--- config.mk ---
export PLATFORM = sky130hd
export DESIGN_NAME = nand_addr_seq
export DESIGN_NICKNAME = d
export VERILOG_FILES = /design/src/rtl/nand_addr_pkg.sv /design/src/rtl/nand_addr_plan.sv /design/src/rtl/nand_addr_bytesel.sv /design/src/rtl/nand_addr_hold.sv /design/src/rtl/nand_addr_seq.sv
export SDC_FILE = /design/constraint.sdc
export NUM_CORES = 1
export LEC_CHECK = 0
export BUFFER_PORTS_ARGS = -buffer_cell sky130_fd_sc_hd__buf_4
export CAP_MARGIN = 20
export CORE_MARGIN = 1
export CORE_UTILIZATION = 58
export DETAILED_ROUTE_END_ITERATION = 7
export PLACE_DENSITY = 0.84
export SETUP_SLACK_MARGIN = 0.02
export SYNTH_ARGS = -nofsm -noshare
export SYNTH_HDL_FRONTEND = slang
export SYNTH_SLANG_ARGS = --single-unit
--- constraint.sdc ---
create_clock -name clk -period 4.08 [get_ports clk]
set_input_delay 0.816 -clock clk [delete_from_list [all_inputs] [get_ports clk]]
set_output_delay 0.816 -clock clk [all_outputs]
set_load 0.005 [all_outputs]
--- src/rtl/nand_addr_pkg.sv ---
package nand_addr_pkg;

    localparam int COL_BYTES_MAX  = 2;
    localparam int PAGE_BYTES_MAX = 4;
    localparam int SEQ_BYTES_MAX  = COL_BYTES_MAX + PAGE_BYTES_MAX;
    localparam int CNT_W          = $clog2(SEQ_BYTES_MAX + 1);

    typedef enum logic [1:0] {
        ST_IDLE   = 2'd0,
        ST_STROBE = 2'd1,
        ST_GAP    = 2'd2
    } seq_state_t;

    typedef enum logic [1:0] {
        LEN_TWO   = 2'b00,
        LEN_THREE = 2'b01,
        LEN_FOUR  = 2'b10,
        LEN_RSVD  = 2'b11
    } len_code_t;

    typedef struct packed {
        logic [CNT_W-1:0] col_n;
        logic [CNT_W-1:0] total;
        logic             bad;
    } req_plan_t;

    function automatic logic [CNT_W-1:0] col_count(input logic wide);
        return wide ? CNT_W'(2) : CNT_W'(1);
    endfunction

    function automatic logic [CNT_W-1:0] page_count(input len_code_t code);
        case (code)
            LEN_TWO:   return CNT_W'(2);
            LEN_THREE: return CNT_W'(3);
            LEN_FOUR:  return CNT_W'(4);
            default:   return CNT_W'(0);
        endcase
    endfunction

endpackage

--- src/rtl/nand_addr_plan.sv ---
module nand_addr_plan
    import nand_addr_pkg::*;
(
    input  logic      want_col,
    input  logic      want_page,
    input  logic      wide,
    input  logic [1:0] len_code,
    output req_plan_t plan_o
);

    len_code_t        code;
    logic [CNT_W-1:0] cn;
    logic [CNT_W-1:0] pn;

    assign code = len_code_t'(len_code);

    always_comb begin
        plan_o.bad = want_page && (code == LEN_RSVD);
        cn = want_col  ? col_count(wide)  : '0;
        pn = want_page ? page_count(code) : '0;
        if (plan_o.bad) begin
            plan_o.col_n = '0;
            plan_o.total = '0;
        end else begin
            plan_o.col_n = cn;
            plan_o.total = cn + pn;
        end
    end

endmodule

--- src/rtl/nand_addr_bytesel.sv ---
module nand_addr_bytesel
    import nand_addr_pkg::*;
#(
    parameter int BYTE_W = 8
) (
    input  logic [COL_BYTES_MAX*BYTE_W-1:0]  col_v,
    input  logic [PAGE_BYTES_MAX*BYTE_W-1:0] page_v,
    input  logic [CNT_W-1:0]                 col_n,
    input  logic [CNT_W-1:0]                 pick,
    output logic [BYTE_W-1:0]                byte_o
);

    logic [BYTE_W-1:0] col_pad  [SEQ_BYTES_MAX];
    logic [BYTE_W-1:0] page_pad [SEQ_BYTES_MAX];
    logic [BYTE_W-1:0] slot     [SEQ_BYTES_MAX];

    for (genvar k = 0; k < SEQ_BYTES_MAX; k++) begin : g_slot
        if (k < COL_BYTES_MAX) begin : g_col
            assign col_pad[k] = col_v[k*BYTE_W +: BYTE_W];
        end else begin : g_col_zero
            assign col_pad[k] = '0;
        end
        if (k < PAGE_BYTES_MAX) begin : g_page
            assign page_pad[k] = page_v[k*BYTE_W +: BYTE_W];
        end else begin : g_page_zero
            assign page_pad[k] = '0;
        end
        always_comb begin
            if (CNT_W'(k) < col_n) begin
                slot[k] = col_pad[k];
            end else begin
                slot[k] = page_pad[CNT_W'(k) - col_n];
            end
        end
    end

    always_comb begin
        if (pick < CNT_W'(SEQ_BYTES_MAX)) begin
            byte_o = slot[pick];
        end else begin
            byte_o = '0;
        end
    end

endmodule

--- src/rtl/nand_addr_hold.sv ---
module nand_addr_hold #(
    parameter int HOLD_W = 4
) (
    input  logic              clk,
    input  logic              rst,
    input  logic              load,
    input  logic [HOLD_W-1:0] load_val,
    output logic              expire
);

    logic [HOLD_W-1:0] cnt;

    always_ff @(posedge clk) begin
        if (rst) begin
            cnt <= '0;
        end else if (load) begin
            cnt <= (load_val == '0) ? HOLD_W'(1) : load_val;
        end else if (cnt != '0) begin
            cnt <= cnt - HOLD_W'(1);
        end
    end

    assign expire = (cnt == HOLD_W'(1));

endmodule

--- src/rtl/nand_addr_seq.sv ---
module nand_addr_seq
    import nand_addr_pkg::*;
#(
    parameter int BYTE_W = 8,
    parameter int HOLD_W = 4
) (
    input  logic                             clk,
    input  logic                             rst,
    input  logic                             start,
    input  logic                             want_col,
    input  logic                             want_page,
    input  logic                             wide_page,
    input  logic [1:0]                       len_code,
    input  logic [HOLD_W-1:0]                hold_cfg,
    input  logic [COL_BYTES_MAX*BYTE_W-1:0]  col_addr,
    input  logic [PAGE_BYTES_MAX*BYTE_W-1:0] page_addr,
    output logic                             nand_ale,
    output logic [BYTE_W-1:0]                nand_io,
    output logic                             busy,
    output logic                             done,
    output logic                             err
);

    localparam int COL_W  = COL_BYTES_MAX * BYTE_W;
    localparam int PAGE_W = PAGE_BYTES_MAX * BYTE_W;

    seq_state_t        state;
    req_plan_t         plan_in;
    logic [CNT_W-1:0]  col_n_q;
    logic [CNT_W-1:0]  total_q;
    logic [COL_W-1:0]  col_q;
    logic [PAGE_W-1:0] page_q;
    logic [HOLD_W-1:0] hold_q;
    logic [CNT_W-1:0]  idx;

    logic              idle;
    logic              last;
    logic [COL_W-1:0]  col_src;
    logic [PAGE_W-1:0] page_src;
    logic [CNT_W-1:0]  col_n_src;
    logic [CNT_W-1:0]  idx_nxt;
    logic [BYTE_W-1:0] byte_sel;
    logic              launch;
    logic              tmr_load;
    logic [HOLD_W-1:0] tmr_val;
    logic              tmr_expire;

    nand_addr_plan u_plan (
        .want_col  (want_col),
        .want_page (want_page),
        .wide      (wide_page),
        .len_code  (len_code),
        .plan_o    (plan_in)
    );

    // In idle the first byte comes from the live inputs; afterwards from the capture.
    assign idle      = (state == ST_IDLE);
    assign col_src   = idle ? col_addr      : col_q;
    assign page_src  = idle ? page_addr     : page_q;
    assign col_n_src = idle ? plan_in.col_n : col_n_q;
    assign idx_nxt   = idle ? '0            : idx + CNT_W'(1);
    assign last      = (idx == total_q - CNT_W'(1));

    nand_addr_bytesel #(.BYTE_W(BYTE_W)) u_sel (
        .col_v  (col_src),
        .page_v (page_src),
        .col_n  (col_n_src),
        .pick   (idx_nxt),
        .byte_o (byte_sel)
    );

    assign launch   = idle && start && (plan_in.total != '0);
    assign tmr_load = launch || ((state == ST_GAP) && !last);
    assign tmr_val  = idle ? hold_cfg : hold_q;

    nand_addr_hold #(.HOLD_W(HOLD_W)) u_hold (
        .clk      (clk),
        .rst      (rst),
        .load     (tmr_load),
        .load_val (tmr_val),
        .expire   (tmr_expire)
    );

    always_ff @(posedge clk) begin
        if (rst) begin
            state    <= ST_IDLE;
            col_n_q  <= '0;
            total_q  <= '0;
            col_q    <= '0;
            page_q   <= '0;
            hold_q   <= '0;
            idx      <= '0;
            nand_ale <= 1'b0;
            nand_io  <= '0;
            busy     <= 1'b0;
            done     <= 1'b0;
            err      <= 1'b0;
        end else begin
            done <= 1'b0;
            err  <= 1'b0;
            case (state)
                ST_IDLE: begin
                    if (start) begin
                        if (plan_in.total == '0) begin
                            done <= 1'b1;
                            err  <= plan_in.bad;
                        end else begin
                            col_n_q  <= plan_in.col_n;
                            total_q  <= plan_in.total;
                            col_q    <= col_addr;
                            page_q   <= page_addr;
                            hold_q   <= hold_cfg;
                            idx      <= '0;
                            nand_ale <= 1'b1;
                            nand_io  <= byte_sel;
                            busy     <= 1'b1;
                            state    <= ST_STROBE;
                        end
                    end
                end
                ST_STROBE: begin
                    if (tmr_expire) begin
                        nand_ale <= 1'b0;
                        state    <= ST_GAP;
                    end
                end
                ST_GAP: begin
                    if (last) begin
                        busy    <= 1'b0;
                        done    <= 1'b1;
                        nand_io <= '0;
                        state   <= ST_IDLE;
                    end else begin
                        idx      <= idx_nxt;
                        nand_ale <= 1'b1;
                        nand_io  <= byte_sel;
                        state    <= ST_STROBE;
                    end
                end
                default: state <= ST_IDLE;
            endcase
        end
    end

endmodule

==> flow_summary.toml, run 1 <==
[routing]
met1_length_um = 6030
drt_drc_violations_left = 0
wl_met2_um = 6920
drt-vias-per-instance = 6.33
num_vias = 5206
detail_route.iter0.violations = 505
top_layer = "met4"
antenna_left = 0
wl_per_cell_um = 17.9
dr_wl_met3_um = 1170
first_pass_iters = 5
drt-total-wl_um = 14700

[grt]
grtUsageTotal_pct = 35.3
grt_pass1_vias = 5128
grt_pass1_wl_um = 24000
grt_overflow = 0
grt_antenna_before_repair = 0
grt_max_degree = 74

[yosys]
synth_fp_nets = 738
postSynthCellCount = 670
synth_warnings = 0
synth_area_per_cell_sq_um = 7.22
ys.flop_type = "dfxtp_1"
synth-seq-cells = 78
synth_edf_count = 0
ys_types = 58
async_flop_share_pct = 0
netlist_area_sq_um = 4840
yosysSeqAreaShare_pct = 32.3

[flow_run]
maxCapViolCount = 0

[worst_setup_path]
r2r-end = "nand_io[2]"
cp-start-kind = "flop"
reg2reg_depth = 10
critical_path_class = "flop to flop"
reg2reg_from = "state[1]"
regToRegSetupSlack_ns = 0.78
cp_data_arrival_time_ns = 3.58
critPathCaptureType = "flop"
critPathMaxFanout = 18
crit_required_ns = 4.36

[place]
numPortBuffers = 71
detailed_place_hpwl_um = 10500
gp_congestion = 0.950
dp.cells = 806

[floorplan]
fp-row-count = 32
initial_utilization_pct = 61.3
die_y_um = 93.3
die-area_sq_um = 8710
io-pin-count = 72
die_x_um = 93.3
core_sq_um = 7890

[final_layout]
fillCellCount = 688
mostFrequentLayoutCell = "nand2_1"
insertedDiodeCount = 0
fin_cells = 822
final_cell_mix = "nand2_1, a21oi_1, buf_4, dfxtp_1, nor2_1"
syn_to_final_growth_pct = 16.3
fin_nets = 783
postLayoutCoreUtil_pct = 71.3
drive_gt1_share_pct = 16.0

[power_and_ir_drop]
total_leakage_power_nw = 2.14
p_total_mw = 2.45
ir_worst_vdd_mv = 0.340
power_density_nw_per_um2 = 435

[hold_path]
holdPathEnd = "col_q[6]"
hold_class = "flop to flop"
worstHoldPathCells = 2
hp-start = "col_q[6]"

[cts]
worstSkewPairLatency_ns = 0.36
clkSinkCount = 78
cts_tree = "done"
h-tree-depth = 3
cts_made_buffers = 9
clkTransAtPathRegs_ns = 0.09
cts_root_buf = "clkbuf_8"
cts.path.max_buffers = 2
post_cts_resized = 0
ctsHoldBuffers = 0
cts_setup_buffers = 0

[timing]
holdWs_ns = 0.462
post-route-period-util_pct = 80.9
tns_ns = 0
final_hold_viol_count = 0
finalSetupViolations = 0
maxSlewViolCount = 0
relSlewSlack_pct = 39.0
skew_ns = 0.00894
rsz0062_at_grt = "false"
max_freq_mhz = 303
fin_crit_ns = 3.30
worst_pin_slew_ns = 0.908

[run_status]
status = "complete, no violations"
kinds of logic after synthesis:
logic type | count (synthesis) | synth area share, %
adders and majority gates | 8 | 2.23
and+or+nand+nor | 281 | 25.6
DFF | 78 | 32.3
muxes | 33 | 6.91
AOI/OAI and AO/OA | 205 | 26.3
buffers and inverters | 57 | 4.94
xor gates and xnor gates | 8 | 1.73
worst max-delay path by stage:
stage                         start    endpoint  slack, ns
after detailed placement  wide_page  nand_io[1]       0.50
after global routing       state[1]  nand_io[2]       0.39
final                      state[1]  nand_io[2]       0.78
after CTS                  state[1]  nand_io[2]       0.83
after global placement    wide_page  nand_io[1]       0.63
after floorplan           wide_page  col_n_q[1]       0.86
per-stage QoR:
step | area [sq um] | setup slack [ns]
floorplan | 4840 | 0.861
global placement | 5390 | 0.630
detailed placement | 5390 | 0.505
CTS | 5630 | 0.831
global route | 5630 | 0.393
finish | 5630 | 0.778
final cells by class:
cell class / instances / area, sq um / area share, %
Inverter: 9 / 33.8 / 0.601
Timing Repair Buffer: 82 / 628 / 11.2
Clock inverter: 6 / 93.8 / 1.67
Clock buffer: 10 / 138 / 2.45
Multi-Input combinational cell: 535 / 3040 / 54.1
Tap cell: 102 / 128 / 2.27
Sequential cell: 78 / 1560 / 27.8
power breakdown:
| group | switching, mW | leakage [nW] | internal (mW) | total, mW |
|---|---|---|---|---|
| combinational | 0.528 | 1.38 | 0.335 | 0.863 |
| clock | 0.314 | 0.113 | 0.366 | 0.679 |
| sequential | 0.0606 | 0.638 | 0.847 | 0.907 |
cells in the mapped netlist (4+ instances only):
master | instances | area, sq um
o21ai_0 | 39 | 195
o211ai_1 | 6 | 45.0
mux2i_1 | 30 | 300
a211oi_1 | 8 | 60.1
xor2_1 | 5 | 43.8
nor2_1 | 63 | 236
buf_2 | 16 | 80.1
and3_1 | 4 | 25.0
or4_1 | 7 | 52.6
nor2b_1 | 8 | 50.1
a21oi_1 | 92 | 460
o311ai_0 | 6 | 52.6
nor3_1 | 12 | 60.1
o41ai_1 | 5 | 43.8
o221ai_1 | 9 | 78.8
nand2_1 | 146 | 548
and2_1 | 10 | 62.6
o31ai_1 | 10 | 75.1
ha_1 | 7 | 87.6
nand3_1 | 16 | 80.1
inv_1 | 8 | 30.0
a31o_2 | 5 | 43.8
clkbuf_1 | 27 | 101
dfxtp_1 | 78 | 1560
sequential cells by signal (all words and copies together) (netlist names):
register	cells
page_q	32
col_q	16
state	2
u_hold.cnt	4
idx	3
total_q	3
col_n_q	2
err	1
nand_ale	1
hold_q	4
nand_io	8
done	1
busy	1
critical path, cell delays in order (launching register included):
cell and delay, ns:
dfxtp_1 0.61, or2_1 0.60, nand2_1 0.28, nand2_1 0.14
ha_1 0.36, clkinv_1 0.34, a21oi_1 0.18, o311ai_0 0.22
o211ai_1 0.16, a21oi_1 0.09, o31ai_1 0.22
metal layers:
metal  up-vias  track usage (%)
li1       2461                -
met1      2396             44.5
met2       284             58.4
met3        65             5.85
met4         0             17.4
met5         -                0
No activity file was read; power rests on OpenSTA's default activity.
==> inputs of run 2 (changes only) <==
--- a/config.mk
+++ b/config.mk
@@ -8,9 +8,9 @@
 export BUFFER_PORTS_ARGS = -buffer_cell sky130_fd_sc_hd__buf_4
 export CAP_MARGIN = 20
 export CORE_MARGIN = 1
-export CORE_UTILIZATION = 58
+export CORE_UTILIZATION = 52
 export DETAILED_ROUTE_END_ITERATION = 7
-export PLACE_DENSITY = 0.84
+export PLACE_DENSITY = 0.8
 export SETUP_SLACK_MARGIN = 0.02
 export SYNTH_ARGS = -nofsm -noshare
 export SYNTH_HDL_FRONTEND = slang
==> constraint.sdc (replaced) <==
create_clock -name clk -period 3 [get_ports clk]
set_input_delay 0.6 -clock clk [delete_from_list [all_inputs] [get_ports clk]]
set_output_delay 0.6 -clock clk [all_outputs]
set_load 0.005 [all_outputs]
==> flow_summary.toml, run 2 (synthesis results as in run 1) <==
[worst_setup_path]
cp-start-kind = "input pin"
critPathCaptureType = "flop"
critPathMaxFanout = 21
critPathLaunch = "want_page"
cp_data_arrival_time_ns = 3.02
critical_path_class = "input pin to flop"
crit_required_ns = 3.28
reg2reg_from = "state[1]"

[grt]
grt.met1_usage_pct = 41.1
grt_pass1_vias = 4928
grt_antenna_before_repair = 0
met2_usage_pct = 53.0
grt_pass1_wl_um = 24300
top_usage_layer = "met2"
grtUsageTotal_pct = 31.6
grt_overflow = 0
grt_use_met3_pct = 5.53
grt_max_degree = 74

[routing]
num_vias = 5235
drt_drc_violations_left = 4
drt-vias-per-instance = 6.17
drt-total-wl_um = 14900
first_pass_iters = 8
detail_route.iter0.violations = 461
antenna_left = 0
wl_per_cell_um = 17.5

[final_layout]
drive_gt1_share_pct = 18.2
final_cell_mix = "nand2_1, buf_4, a21oi_1, dfxtp_1, nor2_1"
largest-register = "page_q"
fin_cells = 848
largest_register_ff_count = 32
fin_nets = 803
multi_input_area_sq_um = 3050
postLayoutCoreUtil_pct = 65.5
syn_to_final_growth_pct = 19.9
fillCellCount = 814
seq_area_sq_um = 1560
mostFrequentLayoutCell = "nand2_1"
design_area_sq_um = 5800
reg.largest.list = "page_q: 32 flops, col_q: 16 flops, nand_io: 8 flops"
insertedDiodeCount = 0

[run_status]
status = "finished, violations left"
violations = "DRC"

[hold_path]
hp-start = "col_q[3]"
hold_class = "flop to flop"

[cts]
ctsHoldBuffers = 0
cts_setup_buffers = 0
cts_root_buf = "clkbuf_8"
cts_tree = "done"
cts.path.max_buffers = 2
clkSinkCount = 78
clkTransAtPathRegs_ns = 0.08
worstSkewPairLatency_ns = 0.36
cts_made_buffers = 9
h-tree-depth = 3

[floorplan]
initial_utilization_pct = 54.7
die-area_sq_um = 9690
die_y_um = 98.4
io-pin-count = 72
core_sq_um = 8850
die_x_um = 98.4
fp-row-count = 34

[timing]
final_hold_viol_count = 0
relSlewSlack_pct = 46.5
worst_pin_slew_ns = 0.802
maxSlewViolCount = 0
max_freq_mhz = 365
post-route-period-util_pct = 91.4
finalSetupViolations = 0
rsz0062_at_grt = "false"
fin_crit_ns = 2.74
holdWs_ns = 0.461
skew_ns = 0.00963

[place]
dpl_cell_area_sq_um = 5550
gp_congestion = 0.931
numPortBuffers = 71
dp.cells = 832
detailed_place_hpwl_um = 11000

[power_and_ir_drop]
p_int_mw = 2.21
comb_power_share_pct = 35.6
netSwitchingFraction_pct = 35.7
total_leakage_power_nw = 2.23
pwr-share-seq_pct = 36.0
p_total_mw = 3.43
ir_worst_vdd_mv = 0.328
power_frac_clock_pct = 28.4
power_density_nw_per_um2 = 592
p_switching_mw = 1.23

[flow_run]
maxCapViolCount = 0
==> run 2: critical path: stages <==
cell	delay, ns
buf_4	0.11
nor2b_1	0.13
and2_1	0.17
ha_1	0.19
fa_1	0.40
nand3b_1	0.20
a31oi_2	0.30
buf_4	0.17
and3_2	0.24
buf_4	0.26
nand2_1	0.09
a21oi_1	0.14
==> run 2: path summary, 6_finish.rpt <==
kind,end,slack [ns],cells after the start
worst max-delay path,col_q[0],0.26,12
worst min-delay path,col_q[3],0.46,2
worst max register to register,nand_io[2],0.39,10
worst min register to register,col_q[3],0.46,2
==> run 2: cell type report <==
cell class              count  share of cell area, %
well taps                 108                   2.33
multi-input cells         535                   52.6
flip-flops and latches     78                   27.0
repair buffers            102                   13.4
inverters                   9                  0.583
clock buffers              11                   2.27
clock inverters             5                   1.83
==> run 2: per-layer routing <==
layer	vias up	share of wire (%)
li1	2505	-
met1	2469	42
met2	229	47
met3	32	7.7
met4	0	2.5
met5	-	0
==> run 2: stage by stage <==
stage               TNS, ns  setup WS, ns
finish                    0         0.257
global route              0         0.123
CTS                       0         0.163
detailed placement    -3.52        -0.198
global placement     -0.463       -0.0724
floorplan                 0        0.0383
==> run 2: power by group through the flow <==
stage	Clock (mW)	Combinational [mW]	Sequential, mW
2_1_floorplan	0	0.812	1.23
3_3_place_gp	0	1.18	1.25
3_5_place_dp	0	1.20	1.26
4_1_cts	0.982	1.21	1.23
5_1_grt	1.02	1.35	1.25
6_report	0.974	1.22	1.24
==> run 2: timing repair <==
item / in CTS / in global routing
hold endpoints to repair: 0 / 0
endpoints found under the setup margin: 0 / 7
gates resized for setup: 0 / 1
